--- src/rtl/nvcrc_pkg.sv ---
package nvcrc_pkg;
  typedef enum logic [2:0] {
    ST_IDLE,
    ST_FETCH,
    ST_TAIL,
    ST_WB_HI,
    ST_WB_LO,
    ST_FIN
  } nvcrc_state_e;

  localparam logic [15:0] CRC_SEED = 16'hFFFF;
endpackage

--- src/rtl/nvcrc_fold.sv ---
// One step of the nibble-folding checksum update (combinational).
module nvcrc_fold (
  input  logic [15:0] crc_q,
  input  logic [15:0] word_in,
  output logic [15:0] crc_d
);
  logic [15:0] diff;
  logic [3:0]  lo_nib;
  logic [3:0]  hi_nib;

  always_comb begin
    diff   = crc_q ^ word_in;
    lo_nib = diff[3:0];
    hi_nib = diff[7:4] ^ lo_nib;
    crc_d  = {8'h00, crc_q[15:8]}
           ^ {9'b0, lo_nib, 3'b0}
           ^ {4'b0, lo_nib, 8'b0}
           ^ {12'b0, hi_nib}
           ^ {5'b0, hi_nib, 7'b0}
           ^ {hi_nib, 12'b0};
  end
endmodule

--- src/rtl/nvcrc_seq.sv ---
// Run sequencer: read issue, consume strobes, write-back and done.
module nvcrc_seq #(
  parameter int ADDR_W = 13,
  parameter int CNT_W  = 14
) (
  input  logic              clk,
  input  logic              rst_n,
  input  logic              start,
  input  logic [ADDR_W-1:0] start_addr,
  input  logic [CNT_W-1:0]  byte_count,
  input  logic              wb_en,
  input  logic [ADDR_W-1:0] wb_addr,
  output logic              busy,
  output logic              done,
  output logic              seed_en,
  output logic              cap_en,
  output logic              upd_en,
  output logic              upd_tail,
  output logic              rd_en,
  output logic [ADDR_W-1:0] rd_addr,
  output logic              wr_en,
  output logic              wr_hi,
  output logic [ADDR_W-1:0] wr_addr
);
  import nvcrc_pkg::*;

  nvcrc_state_e      st_q, st_d;
  logic [ADDR_W-1:0] base_q, wba_q;
  logic [CNT_W-1:0]  last_q, iss_q, vidx_q;
  logic              odd_q, wb_q, iss_done_q, vld_q;
  logic              last_byte;

  assign rd_en     = (st_q == ST_FETCH) && !iss_done_q;
  assign rd_addr   = base_q + iss_q[ADDR_W-1:0];
  assign cap_en    = (st_q == ST_FETCH) && vld_q;
  assign last_byte = cap_en && (vidx_q == last_q);
  assign upd_tail  = (st_q == ST_TAIL);
  assign upd_en    = (cap_en && (vidx_q != '0)) || upd_tail;
  assign seed_en   = (st_q == ST_IDLE) && start;
  assign busy      = (st_q != ST_IDLE);
  assign done      = (st_q == ST_FIN);
  assign wr_en     = (st_q == ST_WB_HI) || (st_q == ST_WB_LO);
  assign wr_hi     = (st_q == ST_WB_HI);
  assign wr_addr   = wr_hi ? wba_q : wba_q + 1'b1;

  always_comb begin
    st_d = st_q;
    unique case (st_q)
      ST_IDLE: if (start) begin
        if (byte_count == '0) st_d = wb_en ? ST_WB_HI : ST_FIN;
        else                  st_d = ST_FETCH;
      end
      ST_FETCH: if (last_byte) begin
        if (odd_q)     st_d = ST_TAIL;
        else if (wb_q) st_d = ST_WB_HI;
        else           st_d = ST_FIN;
      end
      ST_TAIL:  st_d = wb_q ? ST_WB_HI : ST_FIN;
      ST_WB_HI: st_d = ST_WB_LO;
      ST_WB_LO: st_d = ST_FIN;
      ST_FIN:   st_d = ST_IDLE;
      default:  st_d = ST_IDLE;
    endcase
  end

  always_ff @(posedge clk) begin
    if (!rst_n) begin
      st_q       <= ST_IDLE;
      base_q     <= '0;
      wba_q      <= '0;
      last_q     <= '0;
      iss_q      <= '0;
      vidx_q     <= '0;
      odd_q      <= 1'b0;
      wb_q       <= 1'b0;
      iss_done_q <= 1'b0;
      vld_q      <= 1'b0;
    end else begin
      st_q   <= st_d;
      vld_q  <= rd_en;
      vidx_q <= iss_q;
      if (seed_en) begin
        base_q     <= start_addr;
        last_q     <= {byte_count[CNT_W-1:1], 1'b0};
        odd_q      <= byte_count[0];
        wb_q       <= wb_en;
        wba_q      <= wb_addr;
        iss_q      <= '0;
        iss_done_q <= 1'b0;
      end else if (rd_en) begin
        iss_q <= iss_q + 1'b1;
        if (iss_q == last_q) iss_done_q <= 1'b1;
      end
    end
  end
endmodule

--- src/rtl/nvcrc_engine.sv ---
// Top: sequencer plus checksum register and previous-byte register.
module nvcrc_engine #(
  parameter int ADDR_W = 13,
  parameter int CNT_W  = 14
) (
  input  logic              clk,
  input  logic              rst_n,
  input  logic              start,
  input  logic [ADDR_W-1:0] start_addr,
  input  logic [CNT_W-1:0]  byte_count,
  input  logic              wb_en,
  input  logic [ADDR_W-1:0] wb_addr,
  output logic              busy,
  output logic              done,
  output logic [15:0]       crc_out,
  output logic              rd_en,
  output logic [ADDR_W-1:0] rd_addr,
  input  logic [7:0]        rd_data,
  output logic              wr_en,
  output logic [ADDR_W-1:0] wr_addr,
  output logic [7:0]        wr_data
);
  import nvcrc_pkg::*;

  logic        seed_en, cap_en, upd_en, upd_tail, wr_hi;
  logic [15:0] crc_q, crc_d, word;
  logic [7:0]  prev_q;

  nvcrc_seq #(.ADDR_W(ADDR_W), .CNT_W(CNT_W)) u_seq (
    .clk(clk), .rst_n(rst_n), .start(start), .start_addr(start_addr),
    .byte_count(byte_count), .wb_en(wb_en), .wb_addr(wb_addr),
    .busy(busy), .done(done), .seed_en(seed_en), .cap_en(cap_en),
    .upd_en(upd_en), .upd_tail(upd_tail), .rd_en(rd_en), .rd_addr(rd_addr),
    .wr_en(wr_en), .wr_hi(wr_hi), .wr_addr(wr_addr)
  );

  assign word = upd_tail ? {prev_q, 8'h00} : {prev_q, rd_data};

  nvcrc_fold u_fold (.crc_q(crc_q), .word_in(word), .crc_d(crc_d));

  always_ff @(posedge clk) begin
    if (!rst_n) begin
      crc_q  <= CRC_SEED;
      prev_q <= '0;
    end else begin
      if (seed_en)     crc_q <= CRC_SEED;
      else if (upd_en) crc_q <= crc_d;
      if (cap_en) prev_q <= rd_data;
    end
  end

  assign crc_out = crc_q;
  assign wr_data = wr_hi ? crc_q[15:8] : crc_q[7:0];
endmodule

--- config.mk ---
export PLATFORM = sky130hd
export DESIGN_NAME = nvcrc_engine
export DESIGN_NICKNAME = d
export VERILOG_FILES = /design/src/rtl/nvcrc_pkg.sv /design/src/rtl/nvcrc_fold.sv /design/src/rtl/nvcrc_seq.sv /design/src/rtl/nvcrc_engine.sv
export SDC_FILE = /design/constraint.sdc
export NUM_CORES = 1
export LEC_CHECK = 0
export ABC_AREA = 1
export BUFFER_PORTS_ARGS = -buffer_cell sky130_fd_sc_hd__buf_4
export CORE_MARGIN = 2
export CORE_UTILIZATION = 45
export DETAILED_ROUTE_END_ITERATION = 8
export GPL_ROUTABILITY_DRIVEN = 0
export PLACE_DENSITY = 0.7
export SLEW_MARGIN = 25
export SYNTH_ARGS = -nofsm -noshare
export SYNTH_HDL_FRONTEND = slang
export SYNTH_HIERARCHICAL = 1
export SYNTH_SLANG_ARGS = --single-unit
export TNS_END_PERCENT = 10
--- constraint.sdc ---
create_clock -name clk -period 2.3 [get_ports clk]
set_input_delay 0.345 -clock clk [delete_from_list [all_inputs] [get_ports clk]]
set_output_delay 0.345 -clock clk [all_outputs]
set_load 0.02 [all_outputs]
# Word-level counts from Yosys, hierarchy flattened

Index checks and enable logic that the tools add are counted.

Bits in registers: 90
Bits in latches: 0
RAM bits: 0
Bits in read-only memories: 0
Bits of input ports: 52
Memories kept: 0

$add $sub $neg: 3
Multiply operators: 0
Divide/modulo/power cells: 0
$lt $le $gt $ge: 0
Eq/ne operators: 9
Shift operators: 0
Multiplexer cells: 10
Bitwise gates (word level): 8
Reductions and logical operators: 15

Operators with widths:

| cell                                           | count |
|---|---|
| == test 14 bit                                 | 2 |
| 2-to-1 mux 3 bit                               | 6 |
| 2-to-1 mux 8 bit                               | 2 |
| XOR 16 x 11 -> 16 bit                          | 1 |
| XOR 16 x 12 -> 16 bit                          | 1 |
| XOR 16 bit                                     | 1 |
| XOR 16 x 4 -> 16 bit                           | 1 |
| case mux 3 bit (5 select lines)                | 1 |
| adder 14 x 1 -> 14 bit (second input constant) | 1 |
| logical NOT 14 bit                             | 1 |
| nonzero test 14 bit                            | 1 |
| adder 13 x 1 -> 13 bit (second input constant) | 1 |
| adder 13 bit                                   | 1 |
| 2-to-1 mux 13 bit                              | 1 |
| XOR 8 x 7 -> 8 bit                             | 1 |
| XOR 8 bit                                      | 1 |
| == test 3 x 2 -> 1 bit (second input constant) | 2 |
| == test 3 bit (second input constant)          | 2 |
| logical AND 1 bit                              | 5 |
| AND reduction 2 bit                            | 2 |
| XOR 4 bit                                      | 1 |
| == test 3 x 1 -> 1 bit (second input constant) | 1 |
| logical NOT 3 bit                              | 1 |
| nonzero test 3 bit                             | 1 |
| other kinds (6)                                | 7 |

# Longest topological paths before layout

Word-level depth: 8
Mapped depth: 14

# Modules after synthesis

Netlist, hierarchy kept.

Modules (own cells, without submodules):

| module       | instances | cells each | area an instance (µm²) |
|---|---|---|---|
| nvcrc_seq    | 1         | 611        | 4,115.2 |
| nvcrc_engine | 1         | 156        | 1,071.0 |
| nvcrc_fold   | 1         | 109        | 456.7 |

# Worst setup path before layout

Ideal clock, no wire load.

Path type: register to output
Start: reg u_seq.iss_q[0]
End: out rd_addr[6]
Arrival time: 1.621 ns
Path slack: 0.334 ns
Stages on the path, launching flop included: 7
Path buffers: 0
Cell sequence: dfxtp_1 -> ha_1 -> fa_1 -> nand3_1 -> nand2_1 -> a21boi_0 -> xnor2_1

Word-level cells in the longest chain between the ends: 1

RTL lines:

| what                   | line               | text |
|---|---|---|
| from (decl)            | nvcrc_seq.sv:29    | `logic [CNT_W-1:0] last_q, iss_q, vidx_q;` |
| from (signal assigned) | nvcrc_seq.sv:91    | `iss_q <= iss_q + 1'b1;` |
| adder 13 bit           | nvcrc_seq.sv:34    | `assign rd_addr = base_q + iss_q[ADDR_W-1:0];` |
| to (decl)              | nvcrc_engine.sv:17 | `output logic [ADDR_W-1:0] rd_addr,` |

No other way between the ends.

# Final worst setup path

Start: reg u_seq.iss_q[0]
End: out rd_addr[10]

Same word-level chain as after synthesis.

==> results list <==
- The worst setup path is of the register to primary output kind.
* Slew HR: 61.4%
- Global-route usage over all layers: 22.5%
* Detailed-placement wirelength estimate: 10,400 µm
* Post-DP Area: 0.00630 mm²
- Count of antenna-violating nets left after detailed routing: 0
- The tool flagged a number of max-cap violations equal to 0.
* Final routed wirelength across all metal layers: 13,900 µm
* Type of origin of the critical path: register
* Crit path capture type: primary output
- Fraction of power spent switching nets: 31.6%
* Cts hold-fix bufs: 0
* Detailed-routing iteration count for the pre-antenna-repair pass: 7
- In the layout the commonest cells are sky130_fd_sc_hd__nand2_1, sky130_fd_sc_hd__inv_1, sky130_fd_sc_hd__buf_4.
- Counting cells, the worst reg-to-reg path comes to 11.
* Synthesis warning total: 6
* Worst setup skew after layout: 0.00644 ns
- Synthesis produced a netlist whose cell count is 834.
- The worst register-to-register path has a setup slack of 0.32 ns.
- Setup violations remaining at the end of the flow were counted as 0.
- Worst Setup EP: rd_addr[10]
- In this run, the number of DRC markers left after iteration 0 of detailed routing was 322.
- Entering global routing, the biggest net connects 43 pins.
- Non-Filler Cell Area, Final: 0.00676 mm²
- In the final routed layout, each cell accounts on average for 12.7 µm.
* Fraction of layout cells with a size suffix above 1: 19.5%
* Buffer type at the clock tree root: sky130_fd_sc_hd__clkbuf_16
* Number of antenna violations at the first check in global routing: 0
- The total area inside the core boundary comes to 0.0115 mm².
* Height of the die: 113 µm
- Power spread over the standard cell area amounts to 634 mW/mm².
- IO Pins: 106
- Net count after synthesis: 901
* Via-per-instance ratio: 4.94
- Sinks on the clock net: 90
* TritonCTS buffer count: 9
* Net count of the finished layout: 1,011
- The final hold violation count is 0.
- RSZ-0062 raised after global routing: yes
* Net switching power figure: 0.00136 W
- Overall die area: 0.0128 mm²
- Detailed-route DRC error count: 6
* Clock share of power: 34.9%
- Number of pins exceeding their max-slew limit in the final report: 0
* Number of diodes: 0
* VDD IR-drop max: 0.354 mV
- Clock-pin slew was measured on the worst setup and hold paths at 0.07 ns.
- Reg power frac: 41.3%
* Timing startpoint of the critical path: u_seq/iss_q[0]$_SDFFE_PP0P_
* Commonest non-fill, non-tap cell in the layout: sky130_fd_sc_hd__nand2_1
- In this run the worst hold path is classified as primary input to register.
- At the end of the flow the core is filled with cells to 58.7%.
- Grt total ovfl: 0
* Crit path max fanout: 5
- Initial core utilization: 46.4%
- The startpoint identified for the worst register-to-register timing path is u_seq/st_q[1]$_SDFFE_PN0P_.
* Leakage: 3.39 nW
* Status: finished with violations
* Crit Reg-Reg Endpoint: crc_out[1]$_SDFFE_PP1P_
- The clock period could shrink to 2.26 ns.
- From left edge to right edge, the die measures 113 µm.
- Fraction of power consumed by combinational cells: 23.8%
* Vias in the first global route: 4,897
- Of the available clock period, the critical path in the final layout requires 98.1%.
* First-pass GRT wire length: 23,300 µm
- Final Hold Slack: 0.219 ns
- Netlist area before placement: 0.00535 mm²
- The clock passes through at most 2 buffers.
* Critical path data required time: 1.96 ns
- Cell internal power was estimated by the tool at 0.00293 W.
- The checks that failed: DRC.
* Worst-skew pair later-pin latency: 0.34 ns
- For this run, the top clock speed supported by timing is 443 MHz.
* I/O Buffers: 105
- TritonCTS clock tree: done
* Post-Syn Area per Cell: 6.41 µm²
* Data arrival time of the critical path: 1.91 ns
- For the pin with the worst max-slew slack, the measured transition is 0.575 ns.
- Synth-to-layout area growth: 26.5%
* Number of vias after detailed routing: 5,397
* Placement Rows: 39
- H-tree level count: 3
## through the flow
| step | power (W) | setup slack, ns | cells | TNS [ns] |
|---|---|---|---|---|
| 6_report | 0.00429 | 0.0436 | 1092 | 0 |
| 5_1_grt | 0.00455 | -0.0296 | 1092 | -0.0938 |
| 4_1_cts | 0.00431 | 0.000513 | 1089 | 0 |
| 3_5_place_dp | 0.00279 | 0.158 | 1073 | 0 |
| 3_3_place_gp | 0.00278 | 0.219 | 1073 | 0 |
| 2_1_floorplan | 0.00244 | 0.334 | 834 | 0 |
## power groups by stage
| stage | Clock, W | Sequential [W] | Combinational [W] |
|---|---|---|---|
| after CTS | 0.00154 | 0.00176 | 0.00100 |
| after floorplan | 0 | 0.00178 | 0.000660 |
| after detailed placement | 0 | 0.00179 | 0.000995 |
| after global routing | 0.00162 | 0.00179 | 0.00115 |
| after global placement | 0 | 0.00179 | 0.000989 |
| final | 0.00150 | 0.00177 | 0.00102 |
## worst max-delay path, stage by stage (launching register included)
cell and delay [ns]:
sky130_fd_sc_hd__dfxtp_4 0.37, sky130_fd_sc_hd__ha_4 0.17, sky130_fd_sc_hd__fa_2 0.39, sky130_fd_sc_hd__buf_4 0.16, sky130_fd_sc_hd__nand3_1 0.07, sky130_fd_sc_hd__nand3_1 0.09
sky130_fd_sc_hd__xor2_1 0.15, sky130_fd_sc_hd__buf_4 0.16
## sequential cells by signal (all words and copies together) (netlist names)
register          cells
crc_out              16
u_seq/wb_q            1
u_seq/iss_done_q      1
u_seq/last_q         13
u_seq/odd_q           1
u_seq/vld_q           1
u_seq/vidx_q         14
u_seq/st_q            3
u_seq/iss_q          14
u_seq/wba_q          13
u_seq/base_q         13
## routing by layer
| layer | vias to the layer above | GRT usage, % | routed length [µm] |
|---|---|---|---|
| li1 | 2850 | - | - |
| met1 | 2391 | 31.2 | 6550 |
| met2 | 143 | 35.5 | 6370 |
| met3 | 13 | 4.39 | 830 |
| met4 | 0 | 6.75 | 166 |
| met5 | - | 0 | 0 |
## how the worst min path moves through the flow
stage,from,to,slack (ns),cells after the start
6_report,start_addr[3],u_seq/base_q[3]$_SDFFE_PN0P_,0.22,3
5_1_grt,start_addr[5],u_seq/base_q[5]$_SDFFE_PN0P_,0.21,3
4_1_cts,start_addr[3],u_seq/base_q[3]$_SDFFE_PN0P_,0.21,3
3_5_place_dp,u_seq/wba_q[12]$_SDFFE_PN0P_,u_seq/wba_q[12]$_SDFFE_PN0P_,0.46,2
3_3_place_gp,u_seq/wba_q[12]$_SDFFE_PN0P_,u_seq/wba_q[12]$_SDFFE_PN0P_,0.46,2
2_1_floorplan,u_seq/iss_q[13]$_SDFFE_PP0P_,u_seq/vidx_q[13]$_SDFF_PN0_,0.44,2
## cell type report
cell class,count,area [µm²]
fillers,1159,4750
well taps,143,179
flip-flops and latches,90,1810
clock inverters,7,78.8
inverters,129,487
clock buffers,9,225
repair buffers,121,921
multi-input cells,593,3060
## repair_timing
item,CTS,global route
setup buffers,0,3
setup endpoints to repair,6,21
pin swaps,1,4
gates resized for setup,9,23
(Power assumes the default switching activity.)
